<file path="src/rtl/wt_pkg.sv">
package wt_pkg;

  // Bit positions inside the mode write word
  localparam int unsigned MODE_SRC_BIT  = 0;
  localparam int unsigned MODE_FAST_BIT = 1;
  localparam int unsigned MODE_RUN_BIT  = 2;
  localparam int unsigned MODE_CLR_BIT  = 3;
  localparam int unsigned MODE_BUZ_BIT  = 7;

  // Stored portion of the mode register (the clear bit is not stored)
  typedef struct packed {
    logic buz_en;
    logic run;
    logic fast;
    logic src_sub;
  } wt_mode_t;

endpackage

</file>
<file path="src/rtl/wt_refsel.sv">
module wt_refsel #(
  parameter int unsigned MAIN_DIV = 128
) (
  input  logic clk,
  input  logic rst_n,
  input  logic run,
  input  logic restart,
  input  logic src_sub,
  input  logic sub_tick,
  output logic ref_tick
);

  localparam int unsigned PRE_W = (MAIN_DIV > 1) ? $clog2(MAIN_DIV) : 1;

  logic [PRE_W-1:0] pre_q;
  logic [PRE_W-1:0] pre_d;
  logic             pre_wrap;

  assign pre_wrap = (pre_q == PRE_W'(MAIN_DIV - 1));

  // Prescaler next state: held at zero while stopped or cleared
  always_comb begin
    pre_d = pre_q;
    if (!run || restart) begin
      pre_d = '0;
    end else if (pre_wrap) begin
      pre_d = '0;
    end else begin
      pre_d = pre_q + PRE_W'(1);
    end
  end

  always_ff @(posedge clk or negedge rst_n) begin
    if (!rst_n) begin
      pre_q <= '0;
    end else begin
      pre_q <= pre_d;
    end
  end

  // Source selection
  always_comb begin
    ref_tick = 1'b0;
    if (run && !restart) begin
      ref_tick = src_sub ? sub_tick : pre_wrap;
    end
  end

  generate
    if (MAIN_DIV > 1) begin : g_spacing_chk
      // prescaled ticks are never back to back
      assert_main_tick_spaced_R4: assert property (
        @(posedge clk) disable iff (!rst_n)
        (ref_tick && !src_sub) |=> !(ref_tick && !src_sub)
      );
    end
  endgenerate

endmodule

</file>
<file path="src/rtl/wt_divider.sv">
module wt_divider #(
  parameter int unsigned DIV_W   = 14,
  parameter int unsigned FAST_W  = 7,
  parameter int unsigned BUZ_BIT = 3
) (
  input  logic clk,
  input  logic rst_n,
  input  logic run,
  input  logic restart,
  input  logic fast,
  input  logic ref_tick,
  output logic set_req,
  output logic buz_tap
);

  logic [DIV_W-1:0] cnt_q;
  logic [DIV_W-1:0] cnt_d;
  logic             full_wrap;
  logic             fast_wrap;

  assign full_wrap = &cnt_q;
  assign fast_wrap = &cnt_q[FAST_W-1:0];

  always_comb begin
    cnt_d = cnt_q;
    if (!run || restart) begin
      cnt_d = '0;
    end else if (ref_tick) begin
      cnt_d = cnt_q + DIV_W'(1);
    end
  end

  always_ff @(posedge clk or negedge rst_n) begin
    if (!rst_n) begin
      cnt_q <= '0;
    end else begin
      cnt_q <= cnt_d;
    end
  end

  // Flag request on the tick that wraps the selected span
  assign set_req = ref_tick && (fast ? fast_wrap : full_wrap);
  assign buz_tap = cnt_q[BUZ_BIT];

  // a stopped timer keeps the divider at zero
  assert_held_when_stopped_R5: assert property (
    @(posedge clk) disable iff (!rst_n)
    !run |=> (cnt_q == '0)
  );

  // a clear restarts counting from zero
  assert_restart_zero_R6: assert property (
    @(posedge clk) disable iff (!rst_n)
    restart |=> (cnt_q == '0)
  );

  // the divider only moves on reference ticks
  assert_no_step_without_tick_R2: assert property (
    @(posedge clk) disable iff (!rst_n)
    (run && !restart && !ref_tick) |=> $stable(cnt_q)
  );

endmodule

</file>
<file path="src/rtl/wt_flag.sv">
module wt_flag (
  input  logic clk,
  input  logic rst_n,
  input  logic set_req,
  input  logic clr_req,
  output logic flag,
  output logic wake
);

  logic flag_q;
  logic flag_d;
  logic wake_q;
  logic wake_d;

  // Set takes priority over the write-one-to-clear strobe
  always_comb begin
    flag_d = flag_q;
    if (set_req) begin
      flag_d = 1'b1;
    end else if (clr_req) begin
      flag_d = 1'b0;
    end
    wake_d = set_req;
  end

  always_ff @(posedge clk or negedge rst_n) begin
    if (!rst_n) begin
      flag_q <= 1'b0;
      wake_q <= 1'b0;
    end else begin
      flag_q <= flag_d;
      wake_q <= wake_d;
    end
  end

  assign flag = flag_q;
  assign wake = wake_q;

  // a set is never lost, even against a clear
  assert_set_wins_R7: assert property (
    @(posedge clk) disable iff (!rst_n)
    set_req |=> flag_q
  );

  // the flag holds until it is cleared
  assert_flag_sticky_R7: assert property (
    @(posedge clk) disable iff (!rst_n)
    (flag_q && !clr_req) |=> flag_q
  );

  // the wake pulse lasts one cycle
  assert_wake_single_R8: assert property (
    @(posedge clk) disable iff (!rst_n)
    wake_q |=> !wake_q
  );

endmodule

</file>
<file path="src/rtl/watch_timer.sv">
module watch_timer
  import wt_pkg::*;
#(
  parameter int unsigned MAIN_DIV = 128,
  parameter int unsigned DIV_W    = 14,
  parameter int unsigned FAST_W   = 7,
  parameter int unsigned BUZ_BIT  = 3
) (
  input  logic       clk,
  input  logic       rst_n,
  input  logic       sub_tick,
  input  logic       mode_we,
  input  logic [7:0] mode_wdata,
  input  logic       flag_clr,
  input  logic       buz_dir_out,
  output logic       tick_flag,
  output logic       wake,
  output logic       buz_pin
);

  // Reset: asserted asynchronously, released on a clock edge
  logic [1:0] rst_sync_q;
  logic       rst_int_n;

  always_ff @(posedge clk or negedge rst_n) begin
    if (!rst_n) begin
      rst_sync_q <= 2'b00;
    end else begin
      rst_sync_q <= {rst_sync_q[0], 1'b1};
    end
  end

  assign rst_int_n = rst_sync_q[1];

  // Mode register
  wt_mode_t mode_q;
  wt_mode_t mode_d;
  logic     restart;
  logic     unused_mode_bits;

  always_comb begin
    mode_d = mode_q;
    if (mode_we) begin
      mode_d.src_sub = mode_wdata[MODE_SRC_BIT];
      mode_d.fast    = mode_wdata[MODE_FAST_BIT];
      mode_d.run     = mode_wdata[MODE_RUN_BIT];
      mode_d.buz_en  = mode_wdata[MODE_BUZ_BIT];
    end
  end

  always_ff @(posedge clk or negedge rst_int_n) begin
    if (!rst_int_n) begin
      mode_q <= '0;
    end else begin
      mode_q <= mode_d;
    end
  end

  assign restart          = mode_we && mode_wdata[MODE_CLR_BIT];
  assign unused_mode_bits = ^mode_wdata[6:4];

  logic ref_tick;
  logic set_req;
  logic buz_tap;

  wt_refsel #(
    .MAIN_DIV (MAIN_DIV)
  ) u_refsel (
    .clk      (clk),
    .rst_n    (rst_int_n),
    .run      (mode_q.run),
    .restart  (restart),
    .src_sub  (mode_q.src_sub),
    .sub_tick (sub_tick),
    .ref_tick (ref_tick)
  );

  wt_divider #(
    .DIV_W   (DIV_W),
    .FAST_W  (FAST_W),
    .BUZ_BIT (BUZ_BIT)
  ) u_divider (
    .clk      (clk),
    .rst_n    (rst_int_n),
    .run      (mode_q.run),
    .restart  (restart),
    .fast     (mode_q.fast),
    .ref_tick (ref_tick),
    .set_req  (set_req),
    .buz_tap  (buz_tap)
  );

  wt_flag u_flag (
    .clk     (clk),
    .rst_n   (rst_int_n),
    .set_req (set_req),
    .clr_req (flag_clr),
    .flag    (tick_flag),
    .wake    (wake)
  );

  // Buzzer gate: enable bit and port direction
  assign buz_pin = mode_q.buz_en && buz_dir_out && buz_tap;

  // one cycle after run is low, the buzzer is silent
  assert_buz_idle_stopped_R5: assert property (
    @(posedge clk) disable iff (!rst_int_n)
    !mode_q.run |=> !buz_pin
  );

  // a wake pulse comes with the flag set
  assert_wake_with_flag_R8: assert property (
    @(posedge clk) disable iff (!rst_int_n)
    wake |-> tick_flag
  );

endmodule

</file>
<file path="config.mk">
export PLATFORM = sky130hd
export DESIGN_NAME = watch_timer
export DESIGN_NICKNAME = d
export VERILOG_FILES = /design/src/rtl/wt_pkg.sv /design/src/rtl/wt_refsel.sv /design/src/rtl/wt_divider.sv /design/src/rtl/wt_flag.sv /design/src/rtl/watch_timer.sv
export SDC_FILE = /design/constraint.sdc
export NUM_CORES = 1
export LEC_CHECK = 0
export ABC_AREA = 1
export BUFFER_PORTS_ARGS = -buffer_cell sky130_fd_sc_hd__buf_2
export CAP_MARGIN = 20
export CORE_MARGIN = 2
export CORE_UTILIZATION = 51
export DETAILED_ROUTE_END_ITERATION = 10
export PLACE_DENSITY = 0.74
export REMOVE_ABC_BUFFERS = 1
export SYNTH_ARGS = -nofsm -noshare
export SYNTH_HDL_FRONTEND = slang
export SYNTH_SLANG_ARGS = --single-unit
</file>
<file path="constraint.sdc">
create_clock -name clk -period 0.9 [get_ports clk]
set_input_delay 0.18 -clock clk [delete_from_list [all_inputs] [get_ports clk]]
set_output_delay 0.18 -clock clk [all_outputs]
set_load 0.01 [all_outputs]
</file>
==> out/results.ini <==
[clocking]
cts_buffers=5
clk_latency_ns=0.34
cts_root_buf=clkbuf_4
cts_buffer_depth=2
cts_tree=built
clk_pin_slew_ns=0.10
clkSinkCount=29
h-tree-depth=2

[detailed_routing]
final_antenna_net_count=0
wl_per_cell_um=13.07
wl_mm=3.777
drc=0
viasPerCell=5.163
dr.first_iter.drc_count=40
via_count=1492
dr.pass1.iters=4

[power]
cellPowerDensity_nw_per_um2=1358
ir_drop_mv=0.9088
power.static_leakage_nw=1.051

[timing]
setup_viol_count_final=25
period_share=1.566
hold_viol=0
rsz0062_at_grt=yes
period_needed_ns=1.410
slew_viol_final=0
setup_tns_ns=-10.32
fmax_mhz=709.4
setup_slack_ns=-0.5097
clock_skew_ns=0.01448

[floorplanning]
die_x_um=58.80
num_rows=19
die_h_um=58.80
ios=17
core_area_um2=2805
start_util=0.5459
fp.dieArea_um2=3457

[outcome]
violations=negative setup slack
status=complete, but fails checks

[setup_path]
r2r_slack_ns=-0.51
r2r_end=u_divider.cnt_q[5]
cp-end-kind=flip-flop
path_cells=ha_4 > nand2_4 > nor2_4 > nand3_4 > nand2_8 > nand3_1 > nand2_1 > nor2_1
r2r_cells=8
cp_max_fo=12
slowest_delay_ns=0.43
worst_ep_arrival_time_ns=1.64
cp_slowest_cell=dfrtp_1
critPathLaunchType=flip-flop
critical_path_class=reg -> reg
required_ns=1.13
rr_startpoint=u_refsel.pre_q[1]

[logic_synthesis]
synth_seq_cells=29
synth_edf_count=0
synthArstFlopShare=1.000
synthCells=199
yosysUniqueCellTypes=24
yosysTopAreaCellShare=0.4739
synth_common_cells=nand2_1, nor2_1, dfrtp_1
syn-cell-area_um2=1531
netlist_top_cells_area=dfrtp_1, nand2_1, nor2_1
yosysWarnings=0
synth-main-ff-cell=dfrtp_1
yosysMostFrequentCell=nand2_1
synth_top_cell_by_area=dfrtp_1
syn_area_per_cell_um2=7.696
seq_area_frac_synth=0.4739

[place]
hpwl_mm=2.555
io_buffers=13
gp_congestion=0.8366
placedInstanceArea_um2=1842

[cells_and_area]
nets=274
syn2layout_area_growth_pct=37.66
drive_above_1_share=0.3411
n_antenna_cell=0
design_area_um2=2108

[min_path]
hold_class=in -> reg
min_path_cells=3
holdPathEnd=mode_q[2]
min-delay-start=mode_wdata[2]

[global_routing]
grt.overflow.total=0
grt_antenna_before_repair=0
grt_pass1_wl_mm=6.472
grt_max_degree=28
first_global_vias=1545
grt_use_total=0.2507

[run]
max_cap_violations=0

power breakdown:
group,leakage [nW],switching (mW),internal [mW]
combinational,0.615,0.198,0.140
sequential,0.391,0.0351,1.34
clock,0.0455,0.486,0.663
worst max-delay path by stage:
stage                                 start                  to  slack, ns
after floorplan           u_refsel.pre_q[0]  u_divider.cnt_q[6]      -0.44
after global placement    u_refsel.pre_q[0]  u_divider.cnt_q[6]      -0.49
after detailed placement  u_refsel.pre_q[0]  u_divider.cnt_q[0]      -0.64
after CTS                 u_refsel.pre_q[0]   u_refsel.pre_q[5]      -0.47
after global routing      u_refsel.pre_q[1]  u_divider.cnt_q[2]      -0.58
final                     u_refsel.pre_q[1]  u_divider.cnt_q[5]      -0.51
state kept, by name, summed over array words and instances (netlist names):
name             flops
rst_sync_q           2
u_flag.flag          1
u_divider.cnt_q     14
u_refsel.pre_q       7
mode_q               4
u_flag.wake          1
routing by layer:
metal  GRT usage  vias to the layer above  routed length [um]
met1      0.2761                      710                1486
li1            -                      737                   -
met4      0.1169                        0                 127
met2      0.4365                       33                1997
met5           0                        -                   0
met3     0.07912                       12                 165
what timing repair did:
action / CTS / global route
pin swaps: 7 / 5
hold endpoints to repair: 2 / 0
setup buffers: 4 / 3
hold buffers: 1 / 0
cloned: 1 / 0
endpoints found under the setup margin: 26 / 26
resized for setup: 17 / 13
stage by stage:
| stage | hold WS, ns | worst slack (ns) | power [mW] | utilization | std cells |
|---|---|---|---|---|---|
| after CTS | 0.02189 | -0.4705 | 2.856 | 0.7293 | 286 |
| after floorplan | -0.1156 | -0.4410 | 1.529 | - | 196 |
| final | 0.02602 | -0.5097 | 2.863 | 0.7516 | 289 |
| after detailed placement | -0.03162 | -0.6368 | 1.659 | 0.6566 | 272 |
| after global routing | 0.02879 | -0.5808 | 2.975 | 0.7516 | 289 |
| after global placement | -0.03608 | -0.4913 | 1.638 | 0.6566 | 272 |
kinds of logic (layout without fill, tap and decap cells):
group / after synthesis / in the layout / share of synthesized area
DFF: 29 / 29 / 0.4739
AOI/OAI and AO/OA: 19 / 19 / 0.06863
and+or+nand+nor: 121 / 122 / 0.3407
adders and majority gates: 3 / 3 / 0.02451
xor gates and xnor gates: 1 / 1 / 0.005720
other: 1 / 1 / 0.002449
buffers and inverters: 25 / 83 / 0.08415
critical path, delay by kind of cell (launching register included):
family	cells	cell delay (ns)
flops	1	0.43
simple gates	7	0.69
fa+ha+maj	1	0.18
layout by cell type (no fill, tap or decap):
cell	instances
nand3_1	17
buf_12	1
o21a_1	1
a21oi_1	7
nand2_1	53
nor2_2	5
dlygate4sd3_1	1
clkbuf_1	1
nor2_4	2
nor2_1	30
nand2_2	3
ha_1	1
clkbuf_4	5
or2_2	1
inv_2	2
o21ai_0	3
inv_1	20
buf_4	35
ha_2	1
nand3_2	1
nand3_4	1
o21ai_2	1
bufinv_16	1
dfrtp_1	29
nand4_1	3
nand2_8	1
buf_6	3
o21ai_1	2
clkbuf_8	1
ha_4	1
buf_2	13
conb_1	1
nand2_4	4
xnor2_1	1
a21oi_2	5
nor3b_2	1
final cells by class:
cell class / count / area [um^2]
fillers: 196 / 696.9
well taps: 31 / 38.79
flip-flops and latches: 29 / 725.7
clock inverters: 1 / 30.03
clock buffers: 7 / 55.05
inverters: 22 / 82.58
multi-input cells: 146 / 784.5
repair buffers: 53 / 391.6
Note: power is estimated with default switching activity, not from simulation.
